**src/rtl/sram_ctrl_pkg.sv**
```systemverilog
package sram_ctrl_pkg;

    typedef enum logic [2:0] {
        ST_IDLE   = 3'd0,
        ST_READ   = 3'd1,
        ST_WSETUP = 3'd2,
        ST_WPULSE = 3'd3,
        ST_WHOLD  = 3'd4,
        ST_TURN   = 3'd5
    } sram_state_e;

    typedef struct packed {
        logic ce_n;
        logic we_n;
        logic oe_n;
        logic drive;
        logic lanes_on;
    } pin_ctrl_t;

    function automatic pin_ctrl_t pins_for(sram_state_e st);
        pin_ctrl_t p;
        p = '{ce_n: 1'b1, we_n: 1'b1, oe_n: 1'b1, drive: 1'b0, lanes_on: 1'b0};
        unique case (st)
            ST_READ:   p = '{ce_n: 1'b0, we_n: 1'b1, oe_n: 1'b0, drive: 1'b0, lanes_on: 1'b1};
            ST_WSETUP: p = '{ce_n: 1'b0, we_n: 1'b1, oe_n: 1'b1, drive: 1'b1, lanes_on: 1'b1};
            ST_WPULSE: p = '{ce_n: 1'b0, we_n: 1'b0, oe_n: 1'b1, drive: 1'b1, lanes_on: 1'b1};
            ST_WHOLD:  p = '{ce_n: 1'b0, we_n: 1'b1, oe_n: 1'b1, drive: 1'b1, lanes_on: 1'b1};
            ST_IDLE, ST_TURN: p = '{ce_n: 1'b1, we_n: 1'b1, oe_n: 1'b1, drive: 1'b0, lanes_on: 1'b0};
            default:   p = '{ce_n: 1'b1, we_n: 1'b1, oe_n: 1'b1, drive: 1'b0, lanes_on: 1'b0};
        endcase
        return p;
    endfunction

endpackage

```
**src/rtl/sram_phase_timer.sv**
```systemverilog
module sram_phase_timer #(
    parameter int CW = 2
) (
    input  logic          clk,
    input  logic          rst_n,
    input  logic          load,
    input  logic [CW-1:0] load_val,
    output logic          done
);
    logic [CW-1:0] cnt_q;

    always_ff @(posedge clk) begin
        if (!rst_n)
            cnt_q <= '0;
        else if (load)
            cnt_q <= load_val;
        else if (cnt_q != '0)
            cnt_q <= cnt_q - 1'b1;
    end

    assign done = (cnt_q == '0);
endmodule

```
**src/rtl/sram_req_latch.sv**
```systemverilog
module sram_req_latch #(
    parameter int AW = 16,
    parameter int DW = 16
) (
    input  logic          clk,
    input  logic          rst_n,
    input  logic          accept,
    input  logic          capture,
    input  logic [AW-1:0] req_addr,
    input  logic [DW-1:0] req_wdata,
    input  logic [DW/8-1:0] req_mask,
    input  logic [DW-1:0] mem_dq_i,
    output logic [AW-1:0] addr_q,
    output logic [DW-1:0] wdata_q,
    output logic [DW/8-1:0] lane_en,
    output logic          rsp_valid,
    output logic [DW-1:0] rsp_rdata
);
    localparam int LANES = DW / 8;

    logic [LANES-1:0] mask_q;
    logic [DW-1:0]    lane_data;

    always_ff @(posedge clk) begin
        if (!rst_n) begin
            addr_q  <= '0;
            wdata_q <= '0;
            mask_q  <= '0;
        end else if (accept) begin
            addr_q  <= req_addr;
            wdata_q <= req_wdata;
            mask_q  <= req_mask;
        end
    end

    assign lane_en = accept ? req_mask : mask_q;

    for (genvar g = 0; g < LANES; g++) begin : g_lane
        assign lane_data[g*8 +: 8] = mask_q[g] ? mem_dq_i[g*8 +: 8] : 8'h00;
    end

    always_ff @(posedge clk) begin
        if (!rst_n) begin
            rsp_valid <= 1'b0;
            rsp_rdata <= '0;
        end else begin
            rsp_valid <= capture;
            if (capture)
                rsp_rdata <= lane_data;
        end
    end
endmodule

```
**src/rtl/sram_ctrl_fsm.sv**
```systemverilog
module sram_ctrl_fsm
    import sram_ctrl_pkg::*;
#(
    parameter int RD_CYCLES       = 2,
    parameter int WR_SETUP_CYCLES = 1,
    parameter int WR_PULSE_CYCLES = 1,
    parameter int TURN_CYCLES     = 1,
    parameter int CW              = 2,
    parameter int LANES           = 2
) (
    input  logic             clk,
    input  logic             rst_n,
    input  logic             req_valid,
    input  logic             req_we,
    input  logic [LANES-1:0] lane_en,
    input  logic             tmr_done,
    output logic             tmr_load,
    output logic [CW-1:0]    tmr_val,
    output logic             accept,
    output logic             capture,
    output logic             req_ready,
    output logic             mem_ce_n,
    output logic             mem_we_n,
    output logic             mem_oe_n,
    output logic [LANES-1:0] mem_lane_n,
    output logic             mem_dq_oe
);
    localparam logic [CW-1:0] LD_RD = CW'(RD_CYCLES - 1);
    localparam logic [CW-1:0] LD_WS = CW'(WR_SETUP_CYCLES - 1);
    localparam logic [CW-1:0] LD_WP = CW'(WR_PULSE_CYCLES - 1);
    localparam logic [CW-1:0] LD_TC = CW'(TURN_CYCLES - 1);

    sram_state_e state_q, state_d;
    pin_ctrl_t   pins_d;

    assign req_ready = (state_q == ST_IDLE);
    assign accept    = req_ready && req_valid;

    // state register
    always_ff @(posedge clk) begin
        if (!rst_n)
            state_q <= ST_IDLE;
        else
            state_q <= state_d;
    end

    // transitions and phase timer loads
    always_comb begin
        state_d  = state_q;
        tmr_load = 1'b0;
        tmr_val  = '0;
        capture  = 1'b0;
        unique case (state_q)
            ST_IDLE: begin
                if (req_valid) begin
                    tmr_load = 1'b1;
                    if (req_we) begin
                        state_d = ST_WSETUP;
                        tmr_val = LD_WS;
                    end else begin
                        state_d = ST_READ;
                        tmr_val = LD_RD;
                    end
                end
            end
            ST_READ: begin
                if (tmr_done) begin
                    capture  = 1'b1;
                    state_d  = ST_TURN;
                    tmr_load = 1'b1;
                    tmr_val  = LD_TC;
                end
            end
            ST_WSETUP: begin
                if (tmr_done) begin
                    state_d  = ST_WPULSE;
                    tmr_load = 1'b1;
                    tmr_val  = LD_WP;
                end
            end
            ST_WPULSE: begin
                if (tmr_done) begin
                    state_d  = ST_WHOLD;
                    tmr_load = 1'b1;
                end
            end
            ST_WHOLD: begin
                state_d  = ST_TURN;
                tmr_load = 1'b1;
                tmr_val  = LD_TC;
            end
            ST_TURN: begin
                if (tmr_done)
                    state_d = ST_IDLE;
            end
            default: state_d = ST_IDLE;
        endcase
    end

    assign pins_d = pins_for(state_d);

    // registered pin outputs, decoded from the next state
    always_ff @(posedge clk) begin
        if (!rst_n) begin
            mem_ce_n   <= 1'b1;
            mem_we_n   <= 1'b1;
            mem_oe_n   <= 1'b1;
            mem_dq_oe  <= 1'b0;
            mem_lane_n <= '1;
        end else begin
            mem_ce_n   <= pins_d.ce_n;
            mem_we_n   <= pins_d.we_n;
            mem_oe_n   <= pins_d.oe_n;
            mem_dq_oe  <= pins_d.drive;
            mem_lane_n <= ~({LANES{pins_d.lanes_on}} & lane_en);
        end
    end
endmodule

```
**src/rtl/sram_bus_ctrl.sv**
```systemverilog
module sram_bus_ctrl #(
    parameter int AW              = 16,
    parameter int DW              = 16,
    parameter int RD_CYCLES       = 2,
    parameter int WR_SETUP_CYCLES = 1,
    parameter int WR_PULSE_CYCLES = 1,
    parameter int TURN_CYCLES     = 1
) (
    input  logic          clk,
    input  logic          rst_n,
    input  logic          req_valid,
    output logic          req_ready,
    input  logic          req_we,
    input  logic [AW-1:0] req_addr,
    input  logic [DW-1:0] req_wdata,
    input  logic [1:0]    req_mask,
    output logic          rsp_valid,
    output logic [DW-1:0] rsp_rdata,
    output logic [AW-1:0] mem_addr,
    output logic          mem_ce_n,
    output logic          mem_we_n,
    output logic          mem_oe_n,
    output logic          mem_lb_n,
    output logic          mem_ub_n,
    output logic [DW-1:0] mem_dq_o,
    output logic          mem_dq_oe,
    input  logic [DW-1:0] mem_dq_i
);
    localparam int LANES = DW / 8;
    localparam int MAX_A = (RD_CYCLES > WR_SETUP_CYCLES) ? RD_CYCLES : WR_SETUP_CYCLES;
    localparam int MAX_B = (WR_PULSE_CYCLES > TURN_CYCLES) ? WR_PULSE_CYCLES : TURN_CYCLES;
    localparam int MAX_C = (MAX_A > MAX_B) ? MAX_A : MAX_B;
    localparam int CW    = $clog2(MAX_C + 1);

    logic             tmr_load, tmr_done, accept, capture;
    logic [CW-1:0]    tmr_val;
    logic [LANES-1:0] lane_en, lane_n;

    sram_phase_timer #(.CW(CW)) u_timer (
        .clk      (clk),
        .rst_n    (rst_n),
        .load     (tmr_load),
        .load_val (tmr_val),
        .done     (tmr_done)
    );

    sram_req_latch #(.AW(AW), .DW(DW)) u_latch (
        .clk       (clk),
        .rst_n     (rst_n),
        .accept    (accept),
        .capture   (capture),
        .req_addr  (req_addr),
        .req_wdata (req_wdata),
        .req_mask  (req_mask),
        .mem_dq_i  (mem_dq_i),
        .addr_q    (mem_addr),
        .wdata_q   (mem_dq_o),
        .lane_en   (lane_en),
        .rsp_valid (rsp_valid),
        .rsp_rdata (rsp_rdata)
    );

    sram_ctrl_fsm #(
        .RD_CYCLES       (RD_CYCLES),
        .WR_SETUP_CYCLES (WR_SETUP_CYCLES),
        .WR_PULSE_CYCLES (WR_PULSE_CYCLES),
        .TURN_CYCLES     (TURN_CYCLES),
        .CW              (CW),
        .LANES           (LANES)
    ) u_fsm (
        .clk        (clk),
        .rst_n      (rst_n),
        .req_valid  (req_valid),
        .req_we     (req_we),
        .lane_en    (lane_en),
        .tmr_done   (tmr_done),
        .tmr_load   (tmr_load),
        .tmr_val    (tmr_val),
        .accept     (accept),
        .capture    (capture),
        .req_ready  (req_ready),
        .mem_ce_n   (mem_ce_n),
        .mem_we_n   (mem_we_n),
        .mem_oe_n   (mem_oe_n),
        .mem_lane_n (lane_n),
        .mem_dq_oe  (mem_dq_oe)
    );

    assign mem_lb_n = lane_n[0];
    assign mem_ub_n = lane_n[LANES-1];
endmodule

```
**config.mk**
```make
export PLATFORM = sky130hd
export DESIGN_NAME = sram_bus_ctrl
export DESIGN_NICKNAME = d
export VERILOG_FILES = /design/src/rtl/sram_ctrl_pkg.sv /design/src/rtl/sram_phase_timer.sv /design/src/rtl/sram_req_latch.sv /design/src/rtl/sram_ctrl_fsm.sv /design/src/rtl/sram_bus_ctrl.sv
export SDC_FILE = /design/constraint.sdc
export NUM_CORES = 1
export LEC_CHECK = 0
export BUFFER_PORTS_ARGS = -buffer_cell sky130_fd_sc_hd__buf_4
export CELL_PAD_IN_SITES_DETAIL_PLACEMENT = 0
export CELL_PAD_IN_SITES_GLOBAL_PLACEMENT = 1
export CORE_MARGIN = 5
export CORE_UTILIZATION = 37
export DETAILED_ROUTE_END_ITERATION = 10
export PLACE_DENSITY = 0.91
export SKIP_CTS_REPAIR_TIMING = 1
export SLEW_MARGIN = 30
export SYNTH_ARGS = -nofsm -noshare
export SYNTH_HDL_FRONTEND = slang
export SYNTH_HIERARCHICAL = 1
export SYNTH_SLANG_ARGS = --single-unit
```
**constraint.sdc**
```tcl
create_clock -name clk -period 3.5 [get_ports clk]
set_input_delay 0.7 -clock clk [delete_from_list [all_inputs] [get_ports clk]]
set_output_delay 0.7 -clock clk [all_outputs]
set_load 0.02 [all_outputs]
```
* Word-level counts from Yosys, hierarchy flattened
Cells that the tools add are included. W data, S select, Z words.
Operators by class: reductions and logical operators 7, equality and inequality tests 9, mux-type cells 20, bitwise operators 2, add/sub/neg operators 1
Operators with widths (number):
- $pmux W3 S6 | 1
- $mux W8 | 2
- $mux W3 | 5
- $pmux W5 S3 | 1
- $eq A3 B2 Y1 const B | 4
- $mux W2 | 6
- $eq A3 B3 Y1 const B | 3
- $eq A3 B1 Y1 const B | 2
- $mux W1 | 4
- $reduce_bool A2 Y1 | 2
- $logic_not A3 Y1 | 1
- $pmux W1 S3 | 1
- $reduce_or A3 Y1 | 1
- $and A2 B2 Y2 | 1
- $logic_not A2 Y1 | 1
- $not A2 Y2 | 1
- $reduce_or A2 Y1 | 1
- $sub A2 B1 Y2 const B | 1
- $logic_and A1 B1 Y1 | 1
Word-level totals: logic and storage cells 51, input port bits 54, flip-flop bits (word level) 62, output and inout bits 56

* Longest topological paths before layout
Gate-level depths: netlist of run 1.
word-level depth 8, depth in mapped cells 7, mapped depth without buffers 6

* Hierarchy
The synthesis of run 1 kept the hierarchy.
Modules (own cells, without submodules):
- sram_req_latch | area each 1989.4 µm², instances 1, cells an instance 184
- sram_ctrl_fsm | area each 429.2 µm², instances 1, cells an instance 48
- sram_phase_timer | area each 123.9 µm², instances 1, cells an instance 13

* Least setup slack after synthesis of run 1
Ideal clock, no wire load.
path type reg-to-reg, start reg u_fsm.state_q[2], end reg u_fsm.mem_lane_n[1], data required time 3421 ps, buffers on the path 2, library setup time 79 ps, setup slack 1511 ps, data arrival time 1910 ps, stages on the path, launching flop included 8, cells stage by stage dfxtp_1 > clkbuf_1 > nor3_1 > and2_1 > buf_6 > mux2_4 > and4_1 > a22oi_1
On the way: elaborated cells on any way between the ends 22, those cells by class eq/ne (9); mux (8); bitwise (2); reduce/logical (3)
RTL lines:
- start: declaration | line sram_ctrl_fsm.sv:33 | sram_state_e state_q, state_d;
- start signal: assignment | line sram_ctrl_fsm.sv:44 | state_q <= state_d;
- $logic_not A3 Y1 | line sram_ctrl_fsm.sv:36 | assign req_ready = (state_q == ST_IDLE);
- net req_ready | line sram_bus_ctrl.sv:12 | output logic req_ready,
- $logic_and A1 B1 Y1 | line sram_ctrl_fsm.sv:37 | assign accept = req_ready && req_valid;
- net accept | line sram_bus_ctrl.sv:35 | logic tmr_load, tmr_done, accept, capture;
- $mux W2 | line sram_req_latch.sv:36 | assign lane_en = accept ? req_mask : mask_q;
- net lane_en[1] | line sram_bus_ctrl.sv:37 | logic [LANES-1:0] lane_en, lane_n;
- $and A2 B2 Y2 | line sram_ctrl_fsm.sv:115 | mem_lane_n <= ~({LANES{pins_d.lanes_on}} & lane_en);
- $not A2 Y2 | line sram_ctrl_fsm.sv:115
- end signal: assignment | line sram_ctrl_fsm.sv:115
- end: declaration | line sram_ctrl_fsm.sv:25 | output logic [LANES-1:0] mem_lane_n,
The timed path passes the listed nets, and every way through them passes these cells. A chain may end at the register's enable or synchronous reset.

* Worst setup path in the final report of run 1
start reg u_fsm.state_q[1], end reg u_latch.addr_q[14]
On the way: cells in the longest elaborated chain, start to end 2
Ends and longest elaborated chain:
- $logic_not A3 Y1 | line sram_ctrl_fsm.sv:36
- $logic_and A1 B1 Y1 | line sram_ctrl_fsm.sv:37
- net accept | line sram_bus_ctrl.sv:35
- end signal: assignment | line sram_req_latch.sv:30 | addr_q <= req_addr;
- end: declaration | line sram_req_latch.sv:13 | output logic [AW-1:0] addr_q,
The timed path passes the listed nets, and every way through them passes these cells.

==> Flow_metrics.wiki, run 1 <==
{| class="wikitable"
! Metric !! Value
|-
| Cell with the largest stage delay on the worst path || and2_2
|-
| Cell-by-cell listing of the critical path || nor3_1 -> and2_2 -> buf_4 -> mux2i_1 -> nor2b_1
|-
| Source of the critical timing path || u_fsm/state_q[1]$_SDFF_PN0_
|-
| Hold Worst Slack || 0.471 ns
|-
| Crit path buf inv count || 1
|-
| Type of the tightest min-delay check || flop to flop
|-
| Reg2Reg Depth || 5
|-
| Crit path DAT || 2.27 ns
|-
| Synth Instances || 245
|-
| NetSw || 0.721 mW
|-
| Final worst slack || 1.44 ns
|-
| Top-Level Pins || 110
|-
| Summed negative setup slack over all endpoints || 0 ns
|-
| Vias per cell || 4.71
|-
| Placed Cells || 417
|-
| Port Buffers || 109
|-
| Dpl cell area || 3340 um^2
|-
| Critical path data required time || 3.71 ns
|-
| Clock-pin transition on the worst setup and hold timing paths || 0.06 ns
|-
| Unrepaired setup endpoints after global routing || no
|-
| Post-detailed-route DRC marker count || 0
|-
| Layout cells sized above 1 || 37.9%
|-
| Synthesized netlist net count || 300
|-
| Reg2Reg Capture Point || u_latch/addr_q[14]$_SDFFE_PN0P_
|-
| Final Power || 2.18 mW
|-
| Diode insertion count for antenna repair || 0
|-
| Final worst clock skew || 0.00786 ns
|-
| Relative contribution of the clock network to total power || 23.2%
|-
| Total GRT Usage || 14.0%
|-
| Portion of total power attributed to sequential cells || 40.7%
|-
| Largest fanout on the critical path || 22
|-
| Filler-free cell count of the finished design || 431
|-
| Number of vias after detailed routing || 2,029
|-
| Switching power as a share of total power || 33.1%
|-
| Crit share post-route || 58.9%
|-
| Initial Util || 37.6%
|-
| Finished layout cell area || 3500 um^2
|-
| Max-Cap Viols || 0
|-
| Setup slack at placement || 1.35 ns
|-
| Crit Reg-Reg Startpoint || u_fsm/state_q[1]$_SDFF_PN0_
|-
| Root Buffer Master || clkbuf_8
|-
| Die Y || 92.9 um
|-
| Time the final worst path needs with I/O delays and setup || 2.06 ns
|-
| Kind of cell adding the most delay to the critical path || simple AND/OR/NAND/NOR gates
|-
| Total setup violations reported at the end of the flow || 0
|-
| Number of warnings reported in the yosys synthesis log || 6
|-
| Die area || 8630 um^2
|-
| Static Leakage || 1.61 nW
|-
| Drt first-iter violations || 69
|-
| Global-route wire length before repair || 9730 um
|-
| CTS sink cnt || 62
|-
| Number of nets with antenna violations after routing || 0
|-
| WL final || 5950 um
|-
| Largest net degree at the start of global routing || 74
|-
| Vias in the first global route || 2,034
|-
| Number of hold violations in the final report || 0
|-
| Layout overhead on the synthesized area || 37.6%
|-
| Post-route core utilization || 51.8%
|-
| Number of core rows || 30
|-
| HPWL Detailed || 4290 um
|-
| Status || completed
|-
| DIE WIDTH || 92.9 um
|-
| Peak VDD IR || 0.335 mV
|-
| Cell variety after synth || 36
|-
| Cell area after synthesis || 2540 um^2
|-
| Sequential element share of the synthesized area || 48.8%
|-
| Worst rel slew slack || 57.1%
|-
| End of the critical path || u_latch/addr_q[14]$_SDFFE_PN0P_
|-
| Final weighted congestion in routability-driven placement || 0.753
|-
| Insertion delay to the later sink of the worst-skew pair || 0.32 ns
|-
| CORE AREA || 6760 um^2
|-
| Flops & latches, synth || 62
|-
| Power density over the cells || 622 nW/um^2
|-
| Capturing element type of the critical path || flop
|-
| Synthesized area per cell || 10.4 um^2
|-
| Slack of the worst reg-to-reg path || 1.44 ns
|-
| Number of levels in the clock H-tree || 3
|-
| Net count, final || 403
|-
| Proportion of power drawn by combinational gates || 36.1%
|-
| Iteration count of the initial detailed-routing pass || 4
|-
| Number of antenna violations at the first check in global routing || 0
|-
| Buffers from clock root to sink, at most || 2
|-
| Maximum clock frequency || 0.485 GHz
|-
| Slew of the pin with the lowest slew margin || 0.644 ns
|-
| Setup Crit Path Kind || flop to flop
|-
| Post-DR wirelength/cell || 13.8 um
|-
| Biggest cell delay along the critical path || 0.49 ns
|-
| Depth of the critical timing path with buffers and inverters included || 5
|-
| Number of buffers created by CTS || 9
|-
| Crit start category || flop
|-
| TritonCTS clock tree || yes
|-
| Final slew viol count || 0
|-
| Gr ovfl total || 0
|-
| Internal portion of total power || 1.46 mW
|}
[cell families after synthesis]
group	Yosys count	share of synthesized area (%)
DFF	62	48.8
and+or+nand+nor	110	26.2
AOI/OAI and AO/OA	14	4.28
buffers and inverters	22	5.91
xor gates and xnor gates	1	0.345
other	1	0.147
muxes	34	13.8
adders and majority gates	1	0.492
[sequential cells by signal (all words and copies together), names as in the netlist, 2 cells and up]
name and count:
u_latch/rsp_rdata 16, u_latch/wdata_q 16, u_timer/cnt_q 2, u_latch/mask_q 2, u_fsm/mem_lane_n 2, u_fsm/state_q 3, u_latch/addr_q 16
[tightest hold or removal path, cell delays in order (launching register included)]
cell and delay (ns):
dfxtp_1 0.31, nand3b_1 0.07, nand2_1 0.05
[layout make-up]
type                    instances  area [um^2]
flip-flops and latches         62         1240
multi-input cells             161         1160
clock inverters                 2         10.0
inverters                       3         11.3
fillers                       628         3260
well taps                      80          100
clock buffers                  12          145
repair buffers                111          833
[worst min path at each step]
stage	from	to	depth (start not counted)
after floorplan	u_timer/cnt_q[0]$_SDFFE_PN0P_	u_timer/cnt_q[0]$_SDFFE_PN0P_	2
after global placement	u_latch/rsp_rdata[4]$_SDFFE_PN0P_	u_latch/rsp_rdata[4]$_SDFFE_PN0P_	2
final	u_latch/rsp_rdata[5]$_SDFFE_PN0P_	u_latch/rsp_rdata[5]$_SDFFE_PN0P_	2
after CTS	u_latch/rsp_rdata[4]$_SDFFE_PN0P_	u_latch/rsp_rdata[4]$_SDFFE_PN0P_	2
after detailed placement	u_latch/rsp_rdata[4]$_SDFFE_PN0P_	u_latch/rsp_rdata[4]$_SDFFE_PN0P_	2
after global routing	u_latch/rsp_rdata[4]$_SDFFE_PN0P_	u_latch/rsp_rdata[4]$_SDFFE_PN0P_	2
[cell usage after synthesis, drive strengths merged]
master / n / area [um^2]
dfxtp: 62 / 1240
nor2b: 34 / 213
mux2i: 32 / 320
nand2: 21 / 78.8
nand3b: 17 / 128
nand4: 16 / 100
buf: 12 / 113
clkbuf: 7 / 26.3
a21oi: 4 / 20.0
and2: 4 / 27.5
nand2b: 4 / 32.5
inv: 3 / 11.3
nor2: 3 / 11.3
o21ai: 3 / 15.0
a211oi: 2 / 20.0
a22oi: 2 / 15.0
and2b: 2 / 15.0
and3: 2 / 12.5
and4: 2 / 17.5
mux2: 2 / 30.0
nand3: 2 / 10.0
nor3: 2 / 10.0
a21boi: 1 / 18.8
conb: 1 / 3.75
ha: 1 / 12.5
o21a: 1 / 7.51
o31ai: 1 / 12.5
or3b: 1 / 11.3
xor2: 1 / 8.76
[placed cells by master, fill, tap and decap left out, drive strengths merged]
| cell | synthesis | final |
|---|---|---|
| buf | 12 | 111 |
| a21oi | 4 | 4 |
| nand2b | 4 | 4 |
| nor2 | 3 | 3 |
| a211oi | 2 | 2 |
| and3 | 2 | 2 |
| o31ai | 1 | 1 |
| ha | 1 | 1 |
| and4 | 2 | 2 |
| nand2 | 21 | 21 |
| nand3 | 2 | 2 |
| and2b | 2 | 2 |
| nor2b | 34 | 34 |
| nor3 | 2 | 2 |
| conb | 1 | 1 |
| nand3b | 17 | 17 |
| or3b | 1 | 1 |
| mux2 | 2 | 2 |
| dfxtp | 62 | 62 |
| o21a | 1 | 1 |
| a21boi | 1 | 1 |
| nand4 | 16 | 16 |
| o21ai | 3 | 3 |
| clkbuf | 7 | 12 |
| mux2i | 32 | 32 |
| and2 | 4 | 4 |
| a22oi | 2 | 2 |
| clkinv | 0 | 2 |
| inv | 3 | 3 |
| xor2 | 1 | 1 |
[power groups by stage]
stage | sequential, mW | combinational, mW | clock [mW]
2_1_floorplan | 0.978 | 0.480 | 0
3_3_place_gp | 0.900 | 0.775 | 0
3_5_place_dp | 0.900 | 0.791 | 0
4_1_cts | 0.887 | 0.791 | 0.531
5_1_grt | 0.905 | 0.850 | 0.558
6_report | 0.886 | 0.786 | 0.506
[metal layers]
metal  wire, um  vias up  track usage [%]
met5          0        -                0
met4        121        0             6.96
met3        403       12             4.47
met2       2840       67             22.3
met1       2580      910             17.1
li1           -     1040                -
(Power assumes the default switching activity.)
==> inputs of run 2 (changes only) <==
--- a/config.mk
+++ b/config.mk
@@ -5,13 +5,14 @@
 export SDC_FILE = /design/constraint.sdc
 export NUM_CORES = 1
 export LEC_CHECK = 0
+export ABC_AREA = 1
 export BUFFER_PORTS_ARGS = -buffer_cell sky130_fd_sc_hd__buf_4
 export CELL_PAD_IN_SITES_DETAIL_PLACEMENT = 0
 export CELL_PAD_IN_SITES_GLOBAL_PLACEMENT = 1
 export CORE_MARGIN = 5
-export CORE_UTILIZATION = 37
+export CORE_UTILIZATION = 29
 export DETAILED_ROUTE_END_ITERATION = 10
-export PLACE_DENSITY = 0.91
+export PLACE_DENSITY = 0.84
 export SKIP_CTS_REPAIR_TIMING = 1
 export SLEW_MARGIN = 30
 export SYNTH_ARGS = -nofsm -noshare
==> constraint.sdc (replaced) <==
create_clock -name clk -period 1.7 [get_ports clk]
set_input_delay 0.34 -clock clk [delete_from_list [all_inputs] [get_ports clk]]
set_output_delay 0.34 -clock clk [all_outputs]
set_load 0.02 [all_outputs]
==> Flow_metrics.wiki, run 2 <==
{| class="wikitable"
! Metric !! Value
|-
| Commonest cells in the netlist || nor2_1 (74), dfxtp_1 (62), nand2_1 (41) (was dfxtp_1 (62), nor2b_1 (34), mux2i_1 (32))
|-
| Initial Util || 30.1% (was 37.6%)
|-
| Cell area after synthesis || 2350 um^2 (was 2540 um^2)
|-
| Root Buffer Master || clkbuf_8 (unchanged)
|-
| Final worst clock skew || 0.00552 ns (was 0.00786 ns)
|-
| Internal portion of total power || 3.67 mW (was 1.46 mW)
|-
| Insertion delay to the later sink of the worst-skew pair || 0.34 ns (was 0.32 ns)
|-
| Gr ovfl total || 0 (unchanged)
|-
| Final slew viol count || 0 (unchanged)
|-
| Net count, final || 466 (was 403)
|-
| Port Buffers || 109 (unchanged)
|-
| Die area || 10,000 um^2 (was 8630 um^2)
|-
| Peak VDD IR || 0.873 mV (was 0.335 mV)
|-
| Iteration count of the initial detailed-routing pass || 4 (unchanged)
|-
| TritonCTS clock tree || yes (unchanged)
|-
| Max-Cap Viols || 0 (unchanged)
|-
| Number of hold violations in the final report || 0 (unchanged)
|-
| Number of enable flip-flop cells after synthesis || 0 (unchanged)
|-
| CTS sink cnt || 62 (unchanged)
|-
| Number of antenna violations at the first check in global routing || 0 (unchanged)
|-
| Total setup violations reported at the end of the flow || 0 (unchanged)
|-
| Relative contribution of the clock network to total power || 24.0% (was 23.2%)
|-
| HPWL Detailed || 4730 um (was 4290 um)
|-
| Filler-free cell count of the finished design || 518 (was 431)
|-
| Type of the tightest min-delay check || input pin to flop (was flop to flop)
|-
| Crit share post-route || 87.3%
|-
| Cell variety after synth || 22 (was 36)
|-
| Biggest cell delay along the critical path || 0.40 ns (was 0.49 ns)
|-
| Status || completed (unchanged)
|-
| Post-DR wirelength/cell || 12.7 um (was 13.8 um)
|-
| Power density over the cells || 1720 nW/um^2 (was 622 nW/um^2)
|-
| Time the final worst path needs with I/O delays and setup || 1.48 ns
|-
| Cell-by-cell listing of the critical path || inv_1 -> nand2_4 -> inv_1 -> buf_4 (was nor3_1 -> and2_2 -> buf_4 -> mux2i_1 -> nor2b_1)
|-
| Source of the critical timing path || u_fsm/state_q[2]$_SDFF_PN0_ (was u_fsm/state_q[1]$_SDFF_PN0_)
|-
| Reg2Reg Capture Point || u_fsm/mem_lane_n[1]$_SDFF_PN1_ (was u_latch/addr_q[14]$_SDFFE_PN0P_)
|-
| Buffers from clock root to sink, at most || 2 (unchanged)
|-
| Total GRT Usage || 13.2% (was 14.0%)
|-
| Proportion of power drawn by combinational gates || 41.2% (was 36.1%)
|-
| Layout overhead on the synthesized area || 47.4% (was 37.6%)
|-
| Number of nets with antenna violations after routing || 0 (unchanged)
|-
| Unrepaired setup endpoints after global routing || no (unchanged)
|-
| Synthesized netlist net count || 357 (was 300)
|-
| Crit start category || flop (unchanged)
|-
| Largest registers in the final layout || u_latch/addr_q x16, u_latch/rsp_rdata x16, u_latch/wdata_q x16 (unchanged)
|-
| Proportion of register bits with asynchronous set or reset after synthesis || 0% (unchanged)
|-
| Top library cells by usage in the layout, fill and taps aside || buf_4 (112), nor2_1 (72), dfxtp_1 (62) (was buf_4 (111), dfxtp_1 (62), nor2b_1 (34))
|-
| Setup Crit Path Kind || flop to output port (was flop to flop)
|-
| Cell with the largest stage delay on the worst path || dfxtp_1 (was and2_2)
|-
| Synthesized area per cell || 7.78 um^2 (was 10.4 um^2)
|-
| Layout cells sized above 1 || 34.6% (was 37.9%)
|-
| Slack of the worst reg-to-reg path || 0.23 ns (was 1.44 ns)
|-
| Final weighted congestion in routability-driven placement || 0.867 (was 0.753)
|-
| Maximum clock frequency || 0.674 GHz
|-
| Portion of total power attributed to sequential cells || 34.8% (was 40.7%)
|-
| Summed negative setup slack over all endpoints || 0 ns (unchanged)
|-
| Flops & latches, synth || 62 (unchanged)
|-
| Number of buffers created by CTS || 9 (unchanged)
|-
| Crit path DAT || 1.14 ns (was 2.27 ns)
|-
| Most common flop cell mapped by yosys || dfxtp_1 (unchanged)
|-
| Leading cell type by number of instances after synthesis || nor2_1 (was dfxtp_1)
|-
| CORE AREA || 7810 um^2 (was 6760 um^2)
|-
| Reg2Reg Depth || 11 (was 5)
|-
| Diode insertion count for antenna repair || 0 (unchanged)
|-
| Number of core rows || 32 (was 30)
|-
| WL final || 6570 um (was 5950 um)
|-
| Synth Instances || 302 (was 245)
|-
| Main area contributors after synthesis || dfxtp_1 (53%), nor2_1 (12%), o21ai_0 (7.2%) (was dfxtp_1 (49%), mux2i_1 (13%), nor2b_1 (8.4%))
|-
| Placed Cells || 502 (was 417)
|-
| NetSw || 2.30 mW (was 0.721 mW)
|-
| Vias per cell || 4.43 (was 4.71)
|-
| End of the critical path || req_ready (was u_latch/addr_q[14]$_SDFFE_PN0P_)
|-
| Largest fanout on the critical path || 5 (was 22)
|-
| Vias in the first global route || 2,214 (was 2,034)
|-
| Crit Reg-Reg Startpoint || u_timer/cnt_q[0]$_SDFFE_PN0P_ (was u_fsm/state_q[1]$_SDFF_PN0_)
|-
| Switching power as a share of total power || 38.5% (was 33.1%)
|-
| Top-Level Pins || 110 (unchanged)
|-
| Critical path data required time || 1.36 ns (was 3.71 ns)
|-
| Sequential element share of the synthesized area || 52.8% (was 48.8%)
|-
| Cell occurring most often along the worst timing path || inv_1
|-
| Largest net degree at the start of global routing || 35 (was 74)
|-
| Largest area contributor in the netlist || dfxtp_1 (unchanged)
|-
| Top-area cell type share of the netlist area || 52.8% (was 48.8%)
|-
| Number of warnings reported in the yosys synthesis log || 6 (unchanged)
|-
| Clock-pin transition on the worst setup and hold timing paths || 0.07 ns (was 0.06 ns)
|-
| DIE WIDTH || 100 um (was 92.9 um)
|-
| Number of levels in the clock H-tree || 3 (unchanged)
|-
| Capturing element type of the critical path || output port (was flop)
|-
| Number of vias after detailed routing || 2,296 (was 2,029)
|-
| Drt first-iter violations || 93 (was 69)
|-
| Post-detailed-route DRC marker count || 0 (unchanged)
|-
| Global-route wire length before repair || 10,400 um (was 9730 um)
|-
| Most common cell after layout, fill and taps aside || buf_4 (unchanged)
|-
| Static Leakage || 1.65 nW (was 1.61 nW)
|-
| Die Y || 100 um (was 92.9 um)
|}
==> run 2: logic make-up (layout without fill, tap and decap cells) <==
group,after synthesis,in the layout,synth area share [%]
buffers and inverters,37,151,8.30
DFF,62,62,52.8
adders and majority gates,1,1,0.532
other,1,1,0.160
and+or+nand+nor,143,143,25.5
AOI/OAI and AO/OA,58,58,12.7
==> run 2: final cells by class <==
cell class,count,area [um^2]
Multi-Input combinational cell,203,922
Inverter,21,78.8
Clock buffer,10,138
Clock inverter,6,85.1
Fill cell,808,4340
Timing Repair Buffer,114,872
Sequential cell,62,1240
Tap cell,102,128
==> run 2: worst min path at each step <==
stage / startpoint / end / slack [ns] / cells after the start
after global routing: req_addr[6] / u_latch/addr_q[6]$_SDFFE_PN0P_ / 0.19 / 3
final: req_addr[6] / u_latch/addr_q[6]$_SDFFE_PN0P_ / 0.22 / 3
after CTS: req_wdata[9] / u_latch/wdata_q[9]$_SDFFE_PN0P_ / 0.20 / 3
after floorplan: req_addr[10] / u_latch/addr_q[10]$_SDFFE_PN0P_ / 0.47 / 2
after detailed placement: u_latch/rsp_rdata[7]$_SDFFE_PN0P_ / u_latch/rsp_rdata[7]$_SDFFE_PN0P_ / 0.46 / 2
after global placement: u_latch/rsp_rdata[13]$_SDFFE_PN0P_ / u_latch/rsp_rdata[13]$_SDFFE_PN0P_ / 0.45 / 2
==> run 2: layer usage <==
| layer | wire length [um] | up-vias | track usage (%) | part of all wire, % |
|---|---|---|---|---|
| met2 | 2940 | 88 | 20.5 | 45 |
| li1 | - | 1181 | - | - |
| met5 | 0 | - | 0 | 0 |
| met4 | 84 | 0 | 4.46 | 1.3 |
| met1 | 2740 | 1017 | 14.8 | 42 |
| met3 | 808 | 10 | 8.06 | 12 |
==> run 2: worst max-delay path: cells and delay by family (launching register included) <==
family	cells	cell delay [ns]
DFF	1	0.40
and+or+nand+nor	1	0.11
buffers and inverters	3	0.31
==> run 2: through the flow <==
step / hold slack, ns / total power [mW] / instance area (um^2) / worst slack, ns / util [%]
floorplan: 0.475 / 3.64 / 2350 / 0.261 / -
global placement: 0.454 / 4.54 / 3230 / 0.212 / 41.4
detailed placement: 0.461 / 4.58 / 3230 / 0.143 / 41.4
CTS: 0.200 / 6.06 / 3460 / 0.125 / 44.3
global route: 0.194 / 6.42 / 3460 / 0.0228 / 44.4
finish: 0.222 / 5.97 / 3460 / 0.216 / 44.4
==> run 2: power by group through the flow <==
stage	registers (mW)	clock network, mW	logic (mW)
3_3_place_gp	2.09	0	2.45
3_5_place_dp	2.11	0	2.47
5_1_grt	2.13	1.56	2.72
4_1_cts	2.08	1.49	2.49
2_1_floorplan	2.49	0	1.16
6_report	2.08	1.43	2.46
